$ cat config.mk
export PLATFORM = sky130hd
export DESIGN_NAME = bitclk_recovery
export DESIGN_NICKNAME = d
export VERILOG_FILES = /design/src/rtl/bcr_pkg.sv /design/src/rtl/bcr_sync.sv /design/src/rtl/bcr_prescaler.sv /design/src/rtl/bcr_phase.sv /design/src/rtl/bitclk_recovery.sv
export SDC_FILE = /design/constraint.sdc
export NUM_CORES = 1
export LEC_CHECK = 0
export ABC_AREA = 1
export BUFFER_PORTS_ARGS = -buffer_cell sky130_fd_sc_hd__buf_4
export CAP_MARGIN = 20
export CORE_UTILIZATION = 30
export CTS_CLUSTER_DIAMETER = 80
export DETAILED_ROUTE_END_ITERATION = 10
export GPL_ROUTABILITY_DRIVEN = 0
export GPL_TIMING_DRIVEN = 0
export PLACE_DENSITY = 0.44
export SYNTH_ARGS = -nofsm -noshare
export SYNTH_HDL_FRONTEND = slang
export SYNTH_SLANG_ARGS = --single-unit
$ cat constraint.sdc
create_clock -name clk -period 2.15 [get_ports clk]
set_input_delay 0.215 -clock clk [delete_from_list [all_inputs] [get_ports clk]]
set_output_delay 0.215 -clock clk [all_outputs]
set_load 0.05 [all_outputs]
$ cat src/rtl/bcr_pkg.sv
package bcr_pkg;
  localparam int unsigned RATE_W = 7;
  localparam int unsigned PH_W   = 6;

  typedef enum logic [1:0] {
    ADJ_NONE    = 2'd0,
    ADJ_RETARD  = 2'd1,
    ADJ_ADVANCE = 2'd2
  } adj_e;
endpackage

$ cat src/rtl/bcr_sync.sv
module bcr_sync #(
  parameter int unsigned STAGES = 2
) (
  input  logic clk,
  input  logic rst_n,
  input  logic din,
  output logic sync_bit,
  output logic edge_pulse
);
  logic [STAGES-1:0] chain_q;
  logic              prev_q;

  generate
    for (genvar i = 0; i < STAGES; i++) begin : g_stage
      if (i == 0) begin : g_first
        always_ff @(posedge clk or negedge rst_n) begin
          if (!rst_n) chain_q[0] <= 1'b0;
          else        chain_q[0] <= din;
        end
      end else begin : g_next
        always_ff @(posedge clk or negedge rst_n) begin
          if (!rst_n) chain_q[i] <= 1'b0;
          else        chain_q[i] <= chain_q[i-1];
        end
      end
    end
  endgenerate

  always_ff @(posedge clk or negedge rst_n) begin
    if (!rst_n) prev_q <= 1'b0;
    else        prev_q <= chain_q[STAGES-1];
  end

  assign sync_bit   = chain_q[STAGES-1];
  assign edge_pulse = chain_q[STAGES-1] ^ prev_q;
endmodule

$ cat src/rtl/bcr_prescaler.sv
module bcr_prescaler #(
  parameter int unsigned RATE_W = 7
) (
  input  logic              clk,
  input  logic              rst_n,
  input  logic [RATE_W-1:0] rate_code,
  input  logic              reload,
  output logic              tick
);
  logic [RATE_W-1:0] cnt_q, cnt_d;
  logic [RATE_W-1:0] div_q, div_d;
  logic              primed_q;
  logic              load;

  always_comb begin
    tick  = primed_q && (cnt_q == div_q);
    load  = reload || !primed_q;
    div_d = div_q;
    cnt_d = tick ? '0 : cnt_q + RATE_W'(1);
    if (load) begin
      div_d = rate_code;
      cnt_d = '0;
    end
  end

  always_ff @(posedge clk or negedge rst_n) begin
    if (!rst_n) begin
      cnt_q    <= '0;
      div_q    <= '0;
      primed_q <= 1'b0;
    end else begin
      cnt_q    <= cnt_d;
      div_q    <= div_d;
      primed_q <= 1'b1;
    end
  end
endmodule

$ cat src/rtl/bcr_phase.sv
module bcr_phase
  import bcr_pkg::*;
#(
  parameter int unsigned PH_W = 6
) (
  input  logic            clk,
  input  logic            rst_n,
  input  logic            tick,
  input  logic            edge_pulse,
  output logic [PH_W-1:0] phase,
  output logic            boundary,
  output logic            sample
);
  logic [PH_W-1:0] ph_q, ph_d;
  adj_e            adj_q, adj_d, cls, adj_now;

  always_comb begin
    cls = ADJ_NONE;
    if (edge_pulse && (ph_q != '0))
      cls = ph_q[PH_W-1] ? ADJ_ADVANCE : ADJ_RETARD;
    adj_now = edge_pulse ? cls : adj_q;

    ph_d  = ph_q;
    adj_d = adj_now;
    if (tick) begin
      adj_d = ADJ_NONE;
      unique case (adj_now)
        ADJ_RETARD:  ph_d = ph_q;
        ADJ_ADVANCE: ph_d = ph_q + PH_W'(2);
        default:     ph_d = ph_q + PH_W'(1);
      endcase
    end

    boundary = tick &&  ph_q[PH_W-1] && !ph_d[PH_W-1];
    sample   = tick && !ph_q[PH_W-1] &&  ph_d[PH_W-1];
  end

  always_ff @(posedge clk or negedge rst_n) begin
    if (!rst_n) begin
      ph_q  <= '0;
      adj_q <= ADJ_NONE;
    end else begin
      ph_q  <= ph_d;
      adj_q <= adj_d;
    end
  end

  assign phase = ph_q;
endmodule

$ cat src/rtl/bitclk_recovery.sv
module bitclk_recovery
  import bcr_pkg::*;
#(
  parameter int unsigned RATE_BITS   = RATE_W,
  parameter int unsigned PHASE_BITS  = PH_W,
  parameter int unsigned SYNC_STAGES = 2
) (
  input  logic                 clk,
  input  logic                 rst_n,
  input  logic                 din_raw,
  input  logic [RATE_BITS-1:0] rate_code,
  input  logic                 recov_dis,
  output logic                 data_out,
  output logic                 dclk_out,
  output logic                 bit_valid
);
  logic                  sync_bit, edge_pulse, tick, boundary, sample;
  logic [PHASE_BITS-1:0] phase;
  logic                  data_q, data_d, valid_q, valid_d;

  bcr_sync #(.STAGES(SYNC_STAGES)) u_sync (
    .clk(clk), .rst_n(rst_n), .din(din_raw),
    .sync_bit(sync_bit), .edge_pulse(edge_pulse)
  );

  bcr_prescaler #(.RATE_W(RATE_BITS)) u_presc (
    .clk(clk), .rst_n(rst_n), .rate_code(rate_code),
    .reload(boundary), .tick(tick)
  );

  bcr_phase #(.PH_W(PHASE_BITS)) u_phase (
    .clk(clk), .rst_n(rst_n), .tick(tick), .edge_pulse(edge_pulse),
    .phase(phase), .boundary(boundary), .sample(sample)
  );

  always_comb begin
    data_d  = sample ? sync_bit : data_q;
    valid_d = sample;
  end

  always_ff @(posedge clk or negedge rst_n) begin
    if (!rst_n) begin
      data_q  <= 1'b0;
      valid_q <= 1'b0;
    end else begin
      data_q  <= data_d;
      valid_q <= valid_d;
    end
  end

  assign dclk_out  = !recov_dis && phase[PHASE_BITS-1];
  assign bit_valid = !recov_dis && valid_q;
  assign data_out  = recov_dis ? din_raw : data_q;
endmodule

# After elaboration in Yosys (flattened, before gate mapping)
# Index checks and enable logic that the tools add are counted.
[word_totals]
wordCells = 43
input_bits = 11
ff_bits = 28
output_inout_bits = 3
[classes]
bitwise = 2
n_eq_ne = 3
muxes = 9
n_reduce_logical = 15
add_sub_neg = 3
[ops]
columns = ["op", "n"]
rows = [
  ["2-to-1 mux 7 bit", 2],
  ["case mux 6 bit (2 select lines)", 1],
  ["logical AND 1 bit", 8],
  ["2-to-1 mux 2 bit", 4],
  ["adder 7 x 1 -> 7 bit, second input constant", 1],
  ["equality test 7 bit", 1],
  ["adder 6 x 1 -> 6 bit, second input constant", 1],
  ["adder 6 x 2 -> 6 bit, second input constant", 1],
  ["2-to-1 mux 6 bit", 1],
  ["nonzero test 6 bit", 1],
  ["zero test 1 bit", 4],
  ["equality test 2 x 1 -> 1 bit, second input constant", 1],
  ["equality test 2 bit, second input constant", 1],
  ["AND reduction 2 bit", 1],
  ["logical OR 1 bit", 1],
  ["2-to-1 mux 1 bit", 1],
  ["NOT 1 bit", 1],
  ["XOR 1 bit", 1],
]

# Logic depth before layout (Yosys ltp)
# Gate-level depths: netlist of run 1.
[logic_depth]
ltp_word = 11
depth_mapped = 16
ltp_nobuf = 16

# By module
# A second synthesis of run 1 with hierarchy kept.
[unflattened]
cells_unflattened = 209
area_unflattened_um2 = 1529.0
[modules_own_cells]
columns = ["module", "seq_area_each_um2", "cells_each", "area_each_um2", "n_inst"]
rows = [
  ["bcr_prescaler", 375.4, 96, 742.0, 1],
  ["bcr_phase", 200.2, 91, 598.1, 1],
  ["bitclk_recovery", 50.0, 14, 95.1, 1],
  ["bcr_sync", 75.1, 8, 93.8, 1],
]

# Worst setup path after synthesis of run 1
# No wires, ideal clock.
[synth_timing]
path_type = "reg-to-reg"
startpoint = "register u_sync.chain_q[1] (netlist: u_sync.sync_bit)"
endpoint = "register u_presc.div_q[0]"
t_arrival_ns = 1.961
path_slack_ns = 0.072
path_stages_with_launch = 16
setup_ns = 0.116
period_less_slack_ns = 2.078
required_ns = 2.034
path_buffers = 0
path_cell_list = "dfrtp_1 > xnor2_1 > inv_1 > o21ai_0 > inv_1 > ha_1 > inv_2 > nand2_1 > nand2_1 > clkinv_1 > nand2_2 > nor2_4 > nand3_4 > nand2_4 > nand2_1 > nand2_1"
[synth_between]
elab_chain_len = 10
elab_cells_between_ends = 11
classes_between = "eq/ne (2); mux (4); bitwise (1); reduce/logical (4)"
[synth_lines]
columns = ["item", "line_no", "text"]
rows = [
  ["start: declaration", "bcr_sync.sv:10", "logic [STAGES-1:0] chain_q;"],
  ["start signal: indexed assignment", "bcr_sync.sv:23", "else chain_q[i] <= chain_q[i-1];"],
  ["XOR 1 bit *", "bcr_sync.sv:35", "assign edge_pulse = chain_q[STAGES-1] ^ prev_q;"],
  ["logical AND 1 bit", "bcr_phase.sv:19", "if (edge_pulse && (ph_q != '0))"],
  ["2-to-1 mux 2 bit", "bcr_phase.sv:19", ""],
  ["2-to-1 mux 2 bit *", "bcr_phase.sv:21", "adj_now = edge_pulse ? cls : adj_q;"],
  ["equality test 2 bit / equality test 2 x 1 -> 1 bit (equally long branches)", "bcr_phase.sv:27", "unique case (adj_now)"],
  ["case mux 6 bit (2 select lines) *", "bcr_phase.sv:27", ""],
  ["2-to-1 mux 6 bit *", "bcr_phase.sv:25", "if (tick) begin"],
  ["zero test 1 bit *", "bcr_phase.sv:34", "boundary = tick && ph_q[PH_W-1] && !ph_d[PH_W-1];"],
  ["logical AND 1 bit *", "bcr_phase.sv:34", ""],
  ["logical OR 1 bit *", "bcr_prescaler.sv:17", "load = reload || !primed_q;"],
  ["end signal: assignment", "bcr_prescaler.sv:33", "div_q <= div_d;"],
  ["end: declaration", "bcr_prescaler.sv:11", "logic [RATE_W-1:0] div_q, div_d;"],
]
# Mark *: on every way between the ends. The rest lies on a longest branch, timed or not.
# A chain may end at the register's enable or synchronous reset.

# Worst setup path after layout of run 1
# Same ends and word-level chain as after synthesis.

==> qor.yml, run 1 <==
outcome:
  status: "finished, violations left"
  violations: "negative setup slack"
placed_design:
  place_hpwl_um: 2220
  dp_cells: 276
  io_buffers: 13
routing:
  drt_iter0_drc: 62
  drc_errors: 0
  detail_route.wl_per_cell_um: 10.9
  firstDrtPassIters: 5
  route.vias.total: 1281
  detail-route-antenna-nets: 0
  drt_wl_total_um: 3160
  viasPerCell: 4.42
critical_path:
  crit_path_start_kind: "flop"
  required_ns: 2.37
  worstPathMaxFanout: 8
  crit_path_end_kind: "flop"
  worstPathArrival_ns: 2.41
  worstSetupPathType: "reg -> reg"
global_routing:
  antenna_found_initial: 0
  grt_first_pass_wirelength_um: 5220
  grt_max_degree: 29
  overflow: 0
  grt_pass1_vias: 1177
  track_usage_pct: 12.5
floorplanning:
  dieArea_um2: 5480
  ios: 14
  start_util_pct: 32.1
  coreArea_um2: 4850
  rows: 25
  dieHeight_um: 74
  die_w_um: 74
yosys:
  synth.avg_cell_area_um2: 7.93
  synth_cell_types: 26
  yosys.area.top_type: "dfrtp_1"
  syn-num-nets: 213
  yosys.area.top_type_share_pct: 45.1
  syn_inst: 196
  netlist_area_um2: 1560
  synth-seq-area-share_pct: 45.1
  yosys_warnings: 0
  ys_ff_latch: 28
  synthTopCellsByArea: "dfrtp_1 (45%), nand2_1 (15%), nand3_1 (6.1%)"
min_path:
  hp-class: "in -> reg"
cells_and_area:
  antenna_cells: 0
  area_growth_pct: 26.6
  fin_cells: 290
  layout_commonest_cell: "nand2_1"
  fin_util_pct: 40.6
  nets: 241
  final_cell_mix: "nand2_1 (52), dfrtp_1 (26), buf_4 (24)"
  layout-drive-gt1-share_pct: 30.9
run:
  maxCapViolations: 0
clock_tree:
  numCtsBuffers: 3
  cts-root-buf: "clkbuf_8"
  htreeDepth: 1
  cts_tree: "yes"
  cts_buffer_depth: 2
  clock_latency_ns: 0.27
  clkSlewWorstSetupHoldPaths_ns: 0.09
  clkSinkCount: 28
sta:
  max_freq_ghz: 0.457
  slew_viol_final: 0
  min_period_over_period_pct: 102
  hold_viol: 0
  setup_slack_ns: -0.0399
  fin_skew_ns: 0.00315
  setup_viol: 7
  rsz0062_at_grt: "yes"
  finalCriticalPeriod_ns: 2.19
pwr:
  p_seq_share_pct: 40.3
  pwr_density_cell_nw_per_um2: 760
  swShare_pct: 33.8
  intPower_w: 0.000991
  p_clk_share_pct: 21.7
  combinationalPowerShare_pct: 38.1
  ir_drop_mv: 0.421
  p_leak_nw: 0.987
  switchingPower_w: 0.000506
==> critical path, stage by stage (launching register included) <==
cell and delay [ns]:
dfrtp_1 0.41, xnor2_2 0.18, buf_4 0.15, a22oi_2 0.30, ha_4 0.29, inv_4 0.07
nand2_2 0.07, nand2_2 0.07, nand2_2 0.07, nor2_4 0.13, nand3_4 0.15, nand2_8 0.13
nand2_1 0.05, nand2_1 0.05
==> power groups by stage <==
stage	Clock [W]	Sequential (W)	Combinational (W)
after floorplan	0	0.000610	0.000267
after global placement	0	0.000621	0.000337
after detailed placement	0	0.000623	0.000343
after CTS	0.000341	0.000601	0.000432
after global routing	0.000355	0.000608	0.000632
final	0.000325	0.000602	0.000570
==> per-layer routing <==
layer	vias up	part of all wire, %	GRT usage (%)
met5	-	0	0
li1	657	-	-
met1	599	47	16.6
met2	21	48	20.7
met4	0	0.60	2.56
met3	4	3.7	3.25
==> registers in the layout (all words and copies together) (netlist names) <==
register,flops
data_q,1
u_sync.chain_q,1
u_presc.cnt_q,7
valid_q,1
u_sync.sync_bit,1
u_presc.div_q,7
u_phase.phase,6
u_phase.adj_q,2
u_presc.primed_q,1
u_sync.prev_q,1
==> cell usage after synthesis, drive strengths merged <==
cell type  instances
clkinv             2
buf                2
ha                 6
dfrtp             28
o31ai              1
mux2               1
nand3             20
nand2             67
o21ai              7
or2                1
inv               25
nor3               2
nor2              22
xnor2              7
a22oi              1
a21oi              1
xor2               2
conb               1
==> through the flow <==
stage / total power, W / worst slack (ns) / setup TNS (ns) / cell area (um2) / hold slack (ns)
after floorplan: 0.000877 / 0.0724 / 0 / 1560 / -0.0806
after global placement: 0.000958 / -0.274 / -2.08 / 1740 / 0.157
after detailed placement: 0.000966 / -0.350 / -2.79 / 1740 / 0.163
after CTS: 0.00137 / 0.00693 / 0 / 1880 / 0.0550
after global routing: 0.00159 / -0.182 / -1.26 / 1970 / 0.0506
final: 0.00150 / -0.0399 / -0.202 / 1970 / 0.0600
==> logic make-up (layout without fill, tap and decap cells) <==
kind of cell	Yosys count	in the layout	share of synthesized area (%)
and+or+nand+nor	112	112	33.1
buffers and inverters	29	56	7.40
DFF	28	28	45.1
AOI/OAI and AO/OA	10	10	3.54
xor gates and xnor gates	9	9	5.07
adders and majority gates	6	6	4.83
other	1	1	0.241
muxes	1	1	0.724
==> final cells by class <==
cell class                      instances  area [um2]
Buffer                                  1        7.51
Clock buffer                            4        55.1
Fill cell                             513        2880
Inverter                               27         105
Multi-Input combinational cell        139         832
Sequential cell                        28         703
Tap cell                               67        83.8
Timing Repair Buffer                   24         183
==> final timing paths <==
check	slack (ns)	to	depth (start not counted)	startpoint
max in group asynchronous	1.47	u_phase.phase[3]	2	rst_n
max reg2reg	-0.04	u_presc.div_q[0]	13	u_sync.sync_bit
max	-0.04	u_presc.div_q[0]	13	u_sync.sync_bit
min in group asynchronous	0.39	u_phase.phase[2]	2	rst_n
min reg2reg	0.37	u_sync.sync_bit	0	u_sync.chain_q[0]
min	0.06	u_sync.chain_q[0]	1	din_raw
==> timing repair <==
action                     4_1_cts  5_1_grt
resized for setup                8       22
setup endpoints to repair       11        7
hold buffers                     1        0
hold endpoints to repair        28        0
setup buffers                    6        4
gates cloned                     0        0
pin swaps                        5       11
(Power assumes the default switching activity.)
==> inputs of run 2 (changes only) <==
==> constraint.sdc (replaced) <==
create_clock -name clk -period 2.15 [get_ports clk]
set_input_delay 0.1075 -clock clk [delete_from_list [all_inputs] [get_ports clk]]
set_output_delay 0.1075 -clock clk [all_outputs]
set_load 0.05 [all_outputs]
==> run 2 against run 1 <==
Effect of this change:
- the run still ends with negative setup slack left
- sequential power barely moved
- core utilization rose by 0.21 points
- register-to-register slack barely moved
- worst setup slack improved by 0.0087 ns
- first-iteration DRC count did not move
- largest cell class unchanged
- highest routed layer unchanged
==> qor.yml, run 2 (synthesis results as in run 1) <==
outcome:
  status: "finished, violations left"
  violations: "negative setup slack"
floorplanning:
  start_util_pct: 32.1
  dieArea_um2: 5480
  rows: 25
  coreArea_um2: 4850
  die_w_um: 74
  ios: 14
  dieHeight_um: 74
critical_path:
  cpMaxStageDelayCell: "dfrtp_1"
  ff2ff_setup_slack_ns: -0.03
  worstPathArrival_ns: 2.40
  worstPathMaxFanout: 8
  worstReg2RegStart: "u_sync.sync_bit"
  crit_path_end_kind: "flop"
  worstPathCellList: "xnor2_2, buf_4, a22oi_2, ha_4, inv_4, nand2_2, nand2_2, nand2_2, nor2_4, nand3_4, nand2_8, nand2_1, nand2_1"
  worstSetupPathType: "reg -> reg"
  rr_endpoint: "u_presc.div_q[0]"
  rr_worst_depth: 13
  crit_path_start: "u_sync.sync_bit"
  slowest_delay_ns: 0.42
  crit_path_frequent_cell: "nand2_2"
  crit_path_start_kind: "flop"
  endpoint: "u_presc.div_q[0]"
  required_ns: 2.37
clock_tree:
  clock_latency_ns: 0.27
  cts-root-buf: "clkbuf_8"
  clkSlewWorstSetupHoldPaths_ns: 0.09
  cts_tree: "yes"
  clkSinkCount: 28
  htreeDepth: 1
  cts_buffer_depth: 2
  numCtsBuffers: 3
global_routing:
  track_usage_pct: 12.5
  grt_max_degree: 29
  overflow: 0
  grt_pass1_vias: 1177
  antenna_found_initial: 0
  grt_first_pass_wirelength_um: 5220
cells_and_area:
  layout_commonest_cell: "nand2_1"
  final_cell_mix: "nand2_1 (52), dfrtp_1 (26), buf_4 (24)"
  nFillCells: 510
  stdcell_area_um2: 1980
  layout-drive-gt1-share_pct: 30.8
  multi_input_area_um2: 832
  area_growth_pct: 27.3
  seqCellArea_um2: 703
  nets: 242
  antenna_cells: 0
sta:
  setup_slack_ns: -0.0312
  min_period_over_period_pct: 101
  slew_viol_final: 0
  hold_viol: 0
  finalCriticalPeriod_ns: 2.18
  setup_viol: 7
  fin_skew_ns: 0.00278
  fin_setup_tns_ns: -0.139
  max_freq_ghz: 0.458
  rsz0062_at_grt: "yes"
min_path:
  hold_depth: 3
  hp-class: "in -> reg"
placed_design:
  place_hpwl_um: 2220
  post_dp_cell_area_um2: 1740
  io_buffers: 13
routing:
  drc_errors: 0
  drt_iter0_drc: 62
  detail-route-antenna-nets: 0
  route.vias.total: 1285
  viasPerCell: 4.42
  firstDrtPassIters: 4
  drt_wl_total_um: 3160
  detail_route.wl_per_cell_um: 10.9
run:
  maxCapViolations: 0
pwr:
  p_leak_nw: 0.991
  pwr_density_cell_nw_per_um2: 756
  ir_drop_mv: 0.420
[run 2: stage by stage]
| step | power (W) | utilization, % | setup WS (ns) | std cells | hold slack (ns) |
|---|---|---|---|---|---|
| 2_1_floorplan | 0.000877 | - | 0.0724 | 196 | -0.188 |
| 4_1_cts | 0.00138 | 39.0 | 0.00693 | 288 | 0.0123 |
| 3_3_place_gp | 0.000958 | 35.8 | -0.274 | 276 | 0.0495 |
| 5_1_grt | 0.00159 | 40.8 | -0.174 | 291 | 0.0201 |
| 3_5_place_dp | 0.000966 | 35.8 | -0.350 | 276 | 0.0560 |
| 6_report | 0.00150 | 40.8 | -0.0312 | 291 | 0.0198 |
[run 2: metal layers]
| layer | up-vias | part of all wire, % | GRT usage, % |
|---|---|---|---|
| li1 | 660 | - | - |
| met1 | 601 | 47 | 16.6 |
| met2 | 22 | 49 | 20.7 |
| met3 | 2 | 3.5 | 3.25 |
| met4 | 0 | 0.54 | 2.56 |
| met5 | - | 0 | 0 |
[run 2: final cells by class]
| cell class | instances | area share, % |
|---|---|---|
| Tap cell | 67 | 4.24 |
| Inverter | 27 | 5.31 |
| Clock buffer | 4 | 2.78 |
| Sequential cell | 28 | 35.5 |
| Multi-Input combinational cell | 139 | 42.0 |
| Buffer | 1 | 0.379 |
| Timing Repair Buffer | 25 | 9.73 |
[run 2: worst max-delay path, delay by kind of cell (launching register included)]
| family | cells | cell delay, ns |
|---|---|---|
| AO/OA/AOI/OAI | 1 | 0.30 |
| XOR/XNOR | 1 | 0.18 |
| adder cells (fa/ha/maj) | 1 | 0.29 |
| buffers and inverters | 2 | 0.22 |
| flip-flops | 1 | 0.42 |
| AND/OR/NAND/NOR | 8 | 0.73 |
[run 2: worst min path at each step]
stage                       startpoint          endpoint
after floorplan                  rst_n            data_q
after global placement           rst_n  u_phase.phase[3]
after detailed placement         rst_n  u_phase.phase[3]
after CTS                 rate_code[2]  u_presc.div_q[2]
after global routing      rate_code[3]  u_presc.div_q[3]
final                     rate_code[1]  u_presc.div_q[1]
[run 2: what timing repair did]
action,CTS,global route
setup endpoints to repair,11,7
hold buffers,2,0
endpoints found under the hold margin,29,0
setup buffers,6,4
gates resized for setup,8,22
pin swaps,5,13
[run 2: power breakdown]
group / leakage, nW / switching, W / internal, W / total [W]
registers: 0.360 / 0.0000309 / 0.000571 / 0.000602
logic: 0.603 / 0.000314 / 0.000255 / 0.000569
clock network: 0.0288 / 0.000161 / 0.000164 / 0.000325
==> inputs of run 3 (changes only) <==
--- a/config.mk
+++ b/config.mk
@@ -5,7 +5,6 @@
 export SDC_FILE = /design/constraint.sdc
 export NUM_CORES = 1
 export LEC_CHECK = 0
-export ABC_AREA = 1
 export BUFFER_PORTS_ARGS = -buffer_cell sky130_fd_sc_hd__buf_4
 export CAP_MARGIN = 20
 export CORE_UTILIZATION = 30
@@ -13,7 +12,8 @@
 export DETAILED_ROUTE_END_ITERATION = 10
 export GPL_ROUTABILITY_DRIVEN = 0
 export GPL_TIMING_DRIVEN = 0
-export PLACE_DENSITY = 0.44
+export HOLD_SLACK_MARGIN = 0.03
+export PLACE_DENSITY = 0.43
 export SYNTH_ARGS = -nofsm -noshare
 export SYNTH_HDL_FRONTEND = slang
 export SYNTH_SLANG_ARGS = --single-unit
==> run 3 against run 2 <==
Effect of this change:
- the flow still finishes with violations (negative setup slack)
- total power rose by 25%
- fmax fell by 10%
- clock-buffer cell count down 1
- worst setup slack got worse by 0.24 ns
- first-iteration DRC count decreased by 11%
- register-to-register slack got worse by 0.24 ns
- synthesized area is 11% higher
- critical endpoint is now u_presc.div_q[1]
- cell count decreased by 7.2%
- hold slack gained 0.025 ns
==> qor.yml, run 3 <==
outcome:
  status: "finished, violations left"
  violations: "negative setup slack"
min_path:
  worstHoldStart: "rate_code[0]"
  hold_end: "u_presc.div_q[0]"
  hp-class: "in -> reg"
  hold_depth: 3
placed_design:
  io_buffers: 13
  post_dp_cell_area_um2: 1950
  pre_cts_ws_ns: -0.709
  place_hpwl_um: 2880
floorplanning:
  start_util_pct: 31.2
  rows: 27
  dieArea_um2: 6080
  coreArea_um2: 5540
  dieHeight_um: 77.9
  ios: 14
  die_w_um: 77.9
routing:
  drc_errors: 0
  detail-route-antenna-nets: 0
  detail_route.wl_per_cell_um: 15.9
  drt_wl_total_um: 4290
  routed.top_layer: "met4"
  viasPerCell: 5.03
  drt_iter0_drc: 55
  firstDrtPassIters: 4
  dr_wl_met3_um: 111
  route.vias.total: 1358
  met1Wirelength_um: 1900
  met2WireLength_um: 2220
sta:
  slew_viol_final: 0
  slew_headroom_pct: 64.5
  hold_viol: 0
  rsz0062_at_grt: "yes"
  tightest_slew_ns: 0.529
  setup_viol: 14
  fin_setup_tns_ns: -3.10
  max_freq_ghz: 0.413
  finalCriticalPeriod_ns: 2.42
  min_period_over_period_pct: 113
  setup_slack_ns: -0.273
  fin_skew_ns: 0.00346
cells_and_area:
  multi_input_area_um2: 1100
  nFillCells: 569
  layout-drive-gt1-share_pct: 41.4
  final_cell_mix: "buf_4 (27), dfrtp_1 (26), nor2_1 (12)"
  stdcell_area_um2: 2250
  area_growth_pct: 30.2
  seqCellArea_um2: 703
  nets: 217
  antenna_cells: 0
  layout_commonest_cell: "buf_4"
yosys:
  yosys-top-cells-count: "dfrtp_1 (28), nor2_1 (13), nand2_1 (10), nand2b_1 (10), xnor2_1 (10)"
  syn-num-nets: 181
  synth_top_family_by_area: "simple AND/OR/NAND/NOR gates"
  synthTopCellsByArea: "dfrtp_1 (40%), o211ai_2 (5.1%), xnor2_1 (5.1%)"
  synth-xor-area-share_pct: 6.58
  yosysMostFrequentCell: "dfrtp_1"
  netlist_area_um2: 1730
  synth-edff-count: 0
  async_flop_share_pct: 100
  yosys.area.top_type_share_pct: 40.5
  ys.flop_type: "dfrtp_1"
  synthAdderAreaFrac_pct: 4.34
  synth_cell_types: 45
  synth-compound-area-share_pct: 19.3
  yosys.area.top_type: "dfrtp_1"
  syn_inst: 164
  synth-seq-area-share_pct: 40.5
  ys_ff_latch: 28
  synth.mux.area_fraction_pct: 5.21
  synthSimpleGateAreaFrac_pct: 19.7
  yosys_warnings: 0
  synth.avg_cell_area_um2: 10.6
pwr:
  ir_drop_mv: 0.311
  intPower_w: 0.00119
  p_clk_share_pct: 15.6
  p_seq_share_pct: 33.4
  pwr_density_cell_nw_per_um2: 829
  combinationalPowerShare_pct: 51.0
  switchingPower_w: 0.000677
  total_power_w: 0.00187
  p_leak_nw: 0.987
  swShare_pct: 36.3
critical_path:
  ff2ff_setup_slack_ns: -0.27
  required_ns: 2.31
  rr_worst_depth: 10
  rr_endpoint: "u_presc.div_q[1]"
  worstSetupPathType: "reg -> reg"
  worstPathArrival_ns: 2.58
  worstPathMaxFanout: 7
  worstReg2RegStart: "u_phase.phase[0]"
  crit_path_start_kind: "flop"
  crit_path_end_kind: "flop"
run:
  maxCapViolations: 0
global_routing:
  grt_first_pass_wirelength_um: 7190
  antenna_found_initial: 0
  overflow: 0
  grt_max_degree: 29
  track_usage_pct: 15.5
  grt_pass1_vias: 1473
clock_tree:
  numCtsBuffers: 3
  clkSinkCount: 28
  cts-root-buf: "clkbuf_8"
  htreeDepth: 1
  clkSlewWorstSetupHoldPaths_ns: 0.10
  cts_buffer_depth: 2
  clock_latency_ns: 0.28
  cts_tree: "yes"
## run 3: cell count changes after synthesis, moves of 4 or more
cell,previous run,this run
o21ai_0,7,1
and2_1,0,7
inv_1,22,7
o211ai_2,0,7
nand2b_1,0,10
nand3_1,19,6
nor2_1,17,13
o2111ai_1,0,7
nand2_1,63,10
## run 3: how the worst max path moves through the flow
stage                                 from                to  slack, ns  cells past startpoint
final                     u_phase.phase[0]  u_presc.div_q[1]      -0.27                     10
after global routing      u_phase.phase[0]  u_presc.div_q[1]      -0.40                     10
after CTS                 u_phase.phase[1]  u_presc.div_q[1]      -0.31                     10
after detailed placement  u_phase.phase[5]  u_presc.div_q[1]      -0.71                      7
after global placement    u_phase.phase[5]  u_presc.div_q[4]      -0.63                      7
after floorplan           u_phase.phase[1]  u_presc.div_q[0]      -0.15                     10
## run 3: power groups by stage
stage / clock [W] / sequential, W / combinational, W
after floorplan: 0 / 0.000623 / 0.000453
after global placement: 0 / 0.000638 / 0.000569
after detailed placement: 0 / 0.000638 / 0.000579
after CTS: 0.000306 / 0.000620 / 0.000834
after global routing: 0.000333 / 0.000630 / 0.00105
final: 0.000292 / 0.000624 / 0.000951
## run 3: through the flow
step                hold WS [ns]  util (%)  instances
floorplan                 -0.188         -        164
global placement          0.0536      35.1        249
detailed placement        0.0629      35.1        249
CTS                       0.0394      39.2        267
global route              0.0414      40.7        270
finish                    0.0449      40.7        270
## run 3: kinds of logic after synthesis
family                     Yosys count
AOI/OAI and AO/OA                   35
and+or+nand+nor                     60
adders and majority gates            6
xor gates and xnor gates            13
other                                1
DFF                                 28
buffers and inverters               13
muxes                                8
## run 3: cell type report
type	count	share of cell area, %
inverters	7	1.17
repair buffers	31	10.9
flip-flops and latches	28	31.2
well taps	72	4.00
clock buffers	3	1.83
multi-input cells	123	48.7
plain buffers	6	2.22
## run 3: critical path, cell delays in order (launching register included)
cell and delay (ns):
dfrtp_1 0.41, inv_2 0.09, ha_4 0.13, nor4b_4 0.19
nor2_1 0.08, mux2i_2 0.30, ha_4 0.27, or2_4 0.26
a21oi_4 0.15, o2111a_4 0.33, o211ai_2 0.09
## run 3: per-layer routing
metal	GRT usage, %	vias to the layer above
met5	0	-
met4	4.81	0
met2	27.6	19
met1	18.8	677
li1	-	657
met3	2.71	5
## run 3: timing repair
item / 4_1_cts / 5_1_grt
hold endpoints to repair: 29 / 0
endpoints found under the setup margin: 15 / 15
pin swaps: 8 / 17
hold buffers: 2 / 0
gates resized for setup: 19 / 12
setup buffers: 13 / 4
